===== config.mk =====
export PLATFORM = sky130hd
export DESIGN_NAME = spi_fifo_irq_unit
export DESIGN_NICKNAME = d
export VERILOG_FILES = /design/src/rtl/spi_fifo_irq_pkg.sv /design/src/rtl/byte_fifo.sv /design/src/rtl/irq_source.sv /design/src/rtl/spi_fifo_irq_unit.sv
export SDC_FILE = /design/constraint.sdc
export NUM_CORES = 1
export LEC_CHECK = 0
export BUFFER_PORTS_ARGS = -buffer_cell sky130_fd_sc_hd__buf_4
export CAP_MARGIN = 20
export CORE_MARGIN = 5
export CORE_UTILIZATION = 50
export DETAILED_ROUTE_END_ITERATION = 7
export PLACE_DENSITY = 0.79
export SYNTH_ARGS = -nofsm -noshare
export SYNTH_HDL_FRONTEND = slang
export SYNTH_SLANG_ARGS = --single-unit
export TNS_END_PERCENT = 5

===== constraint.sdc =====
create_clock -name clk -period 3.6 [get_ports clk]
set_input_delay 0.54 -clock clk [delete_from_list [all_inputs] [get_ports clk]]
set_output_delay 0.54 -clock clk [all_outputs]
set_load 0.03 [all_outputs]

===== src/rtl/spi_fifo_irq_pkg.sv =====
package spi_fifo_irq_pkg;

  localparam int REG_W       = 32;
  localparam int RX_HI_POS   = 4;
  localparam int TX_LO_POS   = 12;
  localparam int DONE_POS    = 16;
  localparam int RX_LVL_LSB  = 0;
  localparam int TX_LVL_LSB  = 16;
  localparam int NUM_SRC     = 3;

  // status bit position of event source i (0: rx high, 1: tx low, 2: done)
  function automatic int src_pos(input int i);
    case (i)
      0:       return RX_HI_POS;
      1:       return TX_LO_POS;
      default: return DONE_POS;
    endcase
  endfunction

  // receive side: at least three quarters of the depth in use
  function automatic logic rx_high(input int unsigned fill, input int unsigned depth);
    return (fill * 4) >= (depth * 3);
  endfunction

  // transmit side: at most one quarter of the depth in use
  function automatic logic tx_low(input int unsigned fill, input int unsigned depth);
    return (fill * 4) <= depth;
  endfunction

  // pack both fills into the level word
  function automatic logic [REG_W-1:0] pack_levels(input int unsigned rx_fill,
                                                   input int unsigned tx_fill);
    logic [REG_W-1:0] w;
    w = '0;
    w[RX_LVL_LSB +: 7] = rx_fill[6:0];
    w[TX_LVL_LSB +: 7] = tx_fill[6:0];
    return w;
  endfunction

  // mask of the status positions that carry a source
  function automatic logic [REG_W-1:0] src_mask();
    logic [REG_W-1:0] m;
    m = '0;
    for (int i = 0; i < NUM_SRC; i++) m[src_pos(i)] = 1'b1;
    return m;
  endfunction

endpackage


===== src/rtl/byte_fifo.sv =====
module byte_fifo #(
  parameter int DW    = 8,
  parameter int DEPTH = 64,
  localparam int AW   = $clog2(DEPTH),
  localparam int CW   = AW + 1
) (
  input  logic          clk,
  input  logic          rst_n,
  input  logic          flush,
  input  logic          push,
  input  logic [DW-1:0] wdata,
  input  logic          pop,
  output logic [DW-1:0] rdata,
  output logic [CW-1:0] count,
  output logic          full,
  output logic          empty
);

  logic [DW-1:0] mem [DEPTH];
  logic [AW-1:0] wr_ptr, rd_ptr;
  logic          push_ok, pop_ok;

  assign full    = (count == CW'(DEPTH));
  assign empty   = (count == '0);
  assign push_ok = push && !full && !flush;
  assign pop_ok  = pop && !empty && !flush;
  assign rdata   = mem[rd_ptr];

  always_ff @(posedge clk) begin
    if (push_ok) mem[wr_ptr] <= wdata;
  end

  always_ff @(posedge clk) begin
    if (!rst_n || flush) begin
      wr_ptr <= '0;
      rd_ptr <= '0;
      count  <= '0;
    end else begin
      if (push_ok) wr_ptr <= wr_ptr + 1'b1;
      if (pop_ok)  rd_ptr <= rd_ptr + 1'b1;
      case ({push_ok, pop_ok})
        2'b10:   count <= count + 1'b1;
        2'b01:   count <= count - 1'b1;
        default: count <= count;
      endcase
    end
  end

endmodule


===== src/rtl/irq_source.sv =====
module irq_source (
  input  logic clk,
  input  logic rst_n,
  input  logic cond,
  input  logic clr,
  input  logic enable,
  output logic flag,
  output logic req
);

  always_ff @(posedge clk) begin
    if (!rst_n) flag <= 1'b0;
    else        flag <= (flag && !clr) || cond;
  end

  assign req = flag && enable;

endmodule


===== src/rtl/spi_fifo_irq_unit.sv =====
module spi_fifo_irq_unit
  import spi_fifo_irq_pkg::*;
#(
  parameter int DEPTH = 64,
  localparam int CW   = $clog2(DEPTH) + 1
) (
  input  logic             clk,
  input  logic             rst_n,
  input  logic             host_tx_push,
  input  logic [7:0]       host_tx_data,
  input  logic             eng_tx_pop,
  output logic [7:0]       eng_tx_data,
  input  logic             eng_rx_push,
  input  logic [7:0]       eng_rx_data,
  input  logic             host_rx_pop,
  output logic [7:0]       host_rx_data,
  input  logic             tx_flush,
  input  logic             rx_flush,
  input  logic             xfer_done,
  input  logic [REG_W-1:0] irq_en,
  input  logic             clr_we,
  input  logic [REG_W-1:0] clr_data,
  output logic [REG_W-1:0] int_status,
  output logic [REG_W-1:0] fifo_level,
  output logic             tx_full,
  output logic             tx_empty,
  output logic             rx_full,
  output logic             rx_empty,
  output logic             irq
);

  logic [CW-1:0]      tx_count, rx_count;
  logic               rx_hi_evt, tx_lo_evt;
  logic [NUM_SRC-1:0] src_cond, src_flag, src_req;
  logic [REG_W-1:0]   unused_ctl_bits;

  byte_fifo #(.DW(8), .DEPTH(DEPTH)) u_tx_fifo (
    .clk   (clk),
    .rst_n (rst_n),
    .flush (tx_flush),
    .push  (host_tx_push),
    .wdata (host_tx_data),
    .pop   (eng_tx_pop),
    .rdata (eng_tx_data),
    .count (tx_count),
    .full  (tx_full),
    .empty (tx_empty)
  );

  byte_fifo #(.DW(8), .DEPTH(DEPTH)) u_rx_fifo (
    .clk   (clk),
    .rst_n (rst_n),
    .flush (rx_flush),
    .push  (eng_rx_push),
    .wdata (eng_rx_data),
    .pop   (host_rx_pop),
    .rdata (host_rx_data),
    .count (rx_count),
    .full  (rx_full),
    .empty (rx_empty)
  );

  // named threshold events, visible to the checker
  assign rx_hi_evt = rx_high(int'(rx_count), DEPTH);
  assign tx_lo_evt = tx_low(int'(tx_count), DEPTH);
  assign src_cond  = {xfer_done, tx_lo_evt, rx_hi_evt};

  for (genvar g = 0; g < NUM_SRC; g++) begin : g_src
    localparam int POS = src_pos(g);
    irq_source u_src (
      .clk    (clk),
      .rst_n  (rst_n),
      .cond   (src_cond[g]),
      .clr    (clr_we && clr_data[POS]),
      .enable (irq_en[POS]),
      .flag   (src_flag[g]),
      .req    (src_req[g])
    );
  end

  always_comb begin
    int_status = '0;
    for (int i = 0; i < NUM_SRC; i++) int_status[src_pos(i)] = src_flag[i];
  end

  assign fifo_level      = pack_levels(int'(rx_count), int'(tx_count));
  assign irq             = |src_req;
  assign unused_ctl_bits = (irq_en | clr_data) & ~src_mask();

endmodule


* Word level (Yosys, flattened, before mapping)
Memories as Yosys holds them, arrays and structs flattened. A register that Yosys moved wholly into a read port is not among the register bits. Cells that the tools add are included.
Cells by class: div/mod/pow operators 0, bitwise logic cells 0, reductions and logical operators 37, mux-type cells 10, eq/ne operators 6, $lt $le $gt $ge 2, $mul 0, add/subtract/negate cells 8, shifts and indexed selects 0
Operators by type and width (count):
- one-hot mux 7 bit (2 select lines) | 2
- adder 6 x 1 -> 6 bit (second input constant) | 4
- two-way mux 6 bit | 4
- logical AND 1 bit | 17
- adder 7 x 1 -> 7 bit (second input constant) | 2
- equality test 7 bit (second input constant) | 2
- zero test 7 bit | 2
- subtractor 7 x 1 -> 7 bit (second input constant) | 2
- zero test 1 bit | 10
- >= comparator 9 x 8 -> 1 bit (second input constant) | 1
- less-or-equal comparator 9 x 7 -> 1 bit (second input constant) | 1
- logical OR 1 bit | 5
- equality test 2 x 1 -> 1 bit (second input constant) | 2
- equality test 2 bit (second input constant) | 2
- two-way mux 1 bit | 4
- nonzero test 2 bit | 2
- OR reduction 3 bit | 1
Storage, ports and cells: memory bits (writable) 1024, register bits after elaboration 41, ROM bits 0, output and inout port bits 85, input port bits 90, memories kept 2, bits in latches 0, logic and storage cells 74
Memories:
- u_rx_fifo.mem | depth 64, width 8, rd ports 1, clocked after memory_dff 1, write ports 1, line byte_fifo.sv:19 | logic [DW-1:0] mem [DEPTH];
- u_tx_fifo.mem | depth 64, width 8, rd ports 1, clocked after memory_dff 1, write ports 1, line byte_fifo.sv:19

* Logic depth before layout (Yosys ltp)
word-level depth 6, mapped depth 14, depth with buffers taken out 12

* By module
From an unflattened synthesis, not the netlist that was laid out.
Unflattened totals: cell total of the unflattened synthesis 2213, area, all modules 42977.5 um^2
Modules (own cells, without submodules):
- byte_fifo (u_rx_fifo) | area an instance 21259.1 um^2, times used 1, cells an instance 1092
- byte_fifo (u_tx_fifo) | area an instance 21162.8 um^2, times used 1, cells an instance 1054
- spi_fifo_irq_unit | area an instance 409.1 um^2, times used 1, cells an instance 55
- irq_source | area an instance 48.8 um^2, times used 3, cells an instance 4

* Least setup slack after synthesis
Ideal clock, no wire load.
path type reg2reg, from register u_tx_fifo.count[1], to register u_tx_fifo.count[6], buffers on the path 2, required time 3.472 ns, setup time 0.128 ns, path slack -0.310 ns, data arrival time 3.782 ns, stages on the path, launching flop included 15, path through dfxtp_1 > buf_2 > or4_1 > o41ai_2 > nor2_1 > ha_1 > clkbuf_1 > xor2_1 > ha_1 > or3_1 > a21oi_1 > nor3_1 > a2111oi_0 > xnor2_1 > nor2_1
Between the ends: longest elaborated chain between the ends 6, elaborated cells between the ends (all ways) 14, classes of those cells add/sub: 2; eq/ne: 3; mux: 1; reduce/logical: 8
RTL lines:
- start: declaration | line byte_fifo.sv:14 | output logic [CW-1:0] count,
- start signal: assignment | line byte_fifo.sv:42 | 2'b10: count <= count + 1'b1;
- start signal: assignment | line byte_fifo.sv:43 | 2'b01: count <= count - 1'b1;
- start signal: assignment | line byte_fifo.sv:44 | default: count <= count;
- equality test 7 bit or zero test 7 bit (tied branches) | line byte_fifo.sv:23, byte_fifo.sv:24
- zero test 1 bit, on equally long branches | line byte_fifo.sv:25, byte_fifo.sv:26
- logical AND 1 bit, on equally long branches (2 in a row) | line byte_fifo.sv:25, byte_fifo.sv:26
- equality test 2 x 1 -> 1 bit or equality test 2 bit (tied branches) | line byte_fifo.sv:41 | case ({push_ok, pop_ok})
- one-hot mux 7 bit (2 select lines) or nonzero test 2 bit (tied branches)
Several ways; a longest one is shown, not always the timed one. A chain may end at the register's enable or synchronous reset.

==> results by group <==
Power and ir drop
  – P_leak: about 16 nW
  – Worst VDD drop: roughly 530 uV
  – Final Power: between 0.02 and 0.03 W
  – P per Cell Area: between 500 and 600 mW/mm^2

Detailed routing
  – DRT Wirelength: 98.11 mm
  – Initial DRC Count: approximately 2.7k
  – Pre-Repair DR Iteration Count: 5
  – Drt drc: 0
  – Via count: 22.21k
  – Antenna Nets Post-Route: 0
  – Wire length per cell: 27.05 microns
  – Via/cell ratio: a little over 6

STA
  – Skew final: between 0.03 and 0.04 ns
  – Setup ws final: -0.1259 ns
  – Fin crit period: 3.726 ns
  – Hold Fails Final Rpt: 0
  – F_max: around 270 MHz
  – Final Max Tran Viols: 0
  – # setup viols final: 9
  – Final Cycle Share: 103.5%
  – Relative slew slack: about 22%
  – Worst-Margin Slew: around 1.2 ns
  – RSZ-0062 raised after global routing: yes

Floorplanning
  – Die area: ~0.091 sq mm
  – Core area: 0.08488 sq mm
  – FP Rows: around 110
  – # IOs: about 180
  – Die height: 302.0 microns
  – Die width: a little over 300 microns
  – Initial core utilization: ~50%

Worst setup path
  – Crit path kind: flip-flop to output port
  – Critical-path cell list: buf_12 > buf_8 > mux4_2 > mux2i_1 > a22o_2 > nor3_4 > o221ai_1 > o211ai_1 > buf_4
  – Worst setup SP type: flip-flop
  – Largest fanout on the critical path: 8
  – Slowest cell on crit path: mux4_2
  – Arrival @ worst endpoint: 3.19 ns
  – CP peak stage delay: roughly 0.52 ns
  – CP endpoint kind: output port
  – Crit path buffers/inverters: 3
  – WP data required: ~3.1 ns
  – Crit path max-delay family: compound AO/OA/AOI/OAI gates

Synth
  – Async SR Flop Fraction: 0%
  – YS warnings: 0
  – Post-synth EDFFs: just over 1k
  – Sequential fraction of the synthesis area: around 75%
  – Flops & latches, synth: 1077
  – Synth cell types: 64
  – Primary FF master, synth: edfxtp_1
  – Synth Instances: around 2.1k
  – Syn avg cell area: 19.83 sq um
  – Post-Synthesis Cell Area: 0.04262 sq mm

Finish
  – Share of cells above drive strength 1: a little under a third
  – Syn-to-layout area delta: 16.20%
  – Fin nets: about 2.5k
  – Fin area: ~0.05 sq mm
  – # diodes: 0

Placed design
  – Gpl congestion: 0.9159
  – Dpl hpwl: 56.25 mm
  – Post-DP Area: 0.04511 sq mm
  – PortBufs: 69

Global routing
  – GR Util All Layers: between 20% and 30%
  – Antenna violations before repair: 0
  – Vias in the first global route: ~23k
  – Wire length of the first global-routing pass: ~150 mm
  – Largest net degree at the start of global routing: 65
  – GR Overflow Total: 0

Job
  – Max_cap viols: 0

Clock tree
  – Cts bufs inserted: 104
  – Root Buffer: clkbuf_16
  – Clock sink count: about 1.1k
  – Hold-fix buffers at CTS: 0
  – Clock-pin slew on the worst setup and hold paths: 0.06 ns
  – H-tree depth: 3
  – Clock Latency Late Sink: slightly below 0.7 ns
  – Max clock buf depth: 3
  – CTS tree: done

Run status
  – Failing checks: negative setup slack
  – Outcome: finished with violations

Hold path
  – Min-Delay Path Class: input pin to flip-flop
-- cell usage after synthesis, types with 13 or more instances --
cell      count  area share (%)
nand2_1      67            0.59
o22ai_1      22            0.32
clkbuf_1     53            0.47
mux4_2      267              14
nor2_1      192             1.7
dfxtp_1      53             2.5
xor2_1       23            0.47
buf_4        69             1.2
mux2i_1      42            0.99
nand3_1      18            0.21
buf_1        13            0.11
o21ai_0      22            0.26
edfxtp_1   1024              72
buf_2        24            0.28
nor2b_1      19            0.28
mux2_2       15            0.40
a21oi_1      28            0.33
a22oi_1      15            0.26
-- final cells by class --
class,instances,area [sq um]
clock inverters,54,574.3
repair buffers,259,2420
fillers,5805,35360
inverters,9,37.54
well taps,1144,1431
multi-input cells,944,10360
flip-flops and latches,1077,31830
clock buffers,140,2872
-- metal layers --
layer | share of wire [%] | up-vias | wire, microns | global-route usage (%)
li1 | - | 9156 | - | -
met1 | 36 | 11513 | 35340 | 27.85
met2 | 51 | 1289 | 50020 | 35.85
met3 | 8.6 | 248 | 8469 | 4.127
met4 | 4.4 | 0 | 4272 | 8.830
met5 | 0 | - | 0 | 0
-- registers in the layout, summed over array words and instances, names as in the netlist, 6 cells and up, named ones only --
name / flops
u_rx_fifo.mem: 512
u_rx_fifo.rd_ptr: 6
u_tx_fifo.rd_ptr: 6
u_rx_fifo.count: 7
u_tx_fifo.count: 7
u_rx_fifo.wr_ptr: 6
u_tx_fifo.wr_ptr: 6
u_tx_fifo.mem: 512
-- cell usage in the layout (no fill, tap or decap), types with 9 or more instances in the layout --
| cell type | n |
|---|---|
| clkinv_2 | 19 |
| o21ai_1 | 9 |
| buf_4 | 219 |
| nand2b_1 | 9 |
| buf_6 | 12 |
| clkinv_1 | 15 |
| edfxtp_1 | 1024 |
| buf_16 | 11 |
| a22oi_1 | 12 |
| nor2_1 | 191 |
| nand4_1 | 12 |
| nand3_1 | 17 |
| clkbuf_1 | 26 |
| a21oi_1 | 25 |
| conb_1 | 47 |
| buf_12 | 13 |
| xor2_1 | 23 |
| o22ai_1 | 17 |
| nand2_1 | 66 |
| mux4_2 | 267 |
| mux2_2 | 12 |
| nor2b_1 | 18 |
| clkbuf_16 | 107 |
| o21ai_0 | 11 |
| ha_1 | 9 |
| dfxtp_1 | 44 |
| mux2i_1 | 35 |
| bufinv_16 | 10 |
-- stage by stage --
step                      utilization [%]  instances  setup slack [ns]  hold WS (ns)  setup TNS [ns]
after floorplan                         -       2195          0.005022        0.4847               0
after global placement              53.15       3393            0.1409        0.5106               0
after detailed placement            53.15       3393            0.1628        0.5303               0
after CTS                           58.09       3611          -0.08083       0.09063         -0.4781
after global routing                58.35       3627           -0.1216        0.1219          -1.233
final                               58.35       3627           -0.1259        0.1191         -0.4225
-- worst paths after layout --
| path | from | to | slack [ns] | cells after the start |
|---|---|---|---|---|
| setup / recovery | flip-flop | eng_tx_data[1] | -0.13 | 9 |
| hold / removal | xfer_done | g_src[2].u_src.flag | 0.12 | 3 |
| setup reg to reg | u_tx_fifo.count[2] | u_tx_fifo.count[6] | 0.12 | 12 |
| hold reg to reg | u_tx_fifo.rd_ptr[5] | flip-flop | 0.54 | 2 |
-- power breakdown --
part	internal, W	switching [W]
Sequential	0.0137	0.0000100
Combinational	0.000170	0.000434
Clock	0.00633	0.00462
Total	0.0202	0.00506
-- tightest hold or removal path: stages --
cell and delay [ns]:
buf_4 0.08, a21oi_1 0.03, nor2b_1 0.09
-- cells by family (layout without fill, tap and decap cells) --
family	Yosys count	count (layout)	synth area share, %
fa+ha+maj	10	10	0.2936
xor+xnor	32	32	0.6752
other cells	1	47	0.008799
buf+inv	174	462	2.316
compound gates	155	155	2.551
mux	324	324	15.49
simple gates	376	376	4.025
flops	1077	1077	74.64
-- repair_timing --
| item | in CTS | in global routing |
|---|---|---|
| gates cloned | 7 | 0 |
| pin swaps | 14 | 9 |
| buffers inserted | 20 | 16 |
| setup endpoints to repair | 16 | 16 |
| resized for setup | 96 | 15 |
No activity file was read; power rests on OpenSTA's default activity.
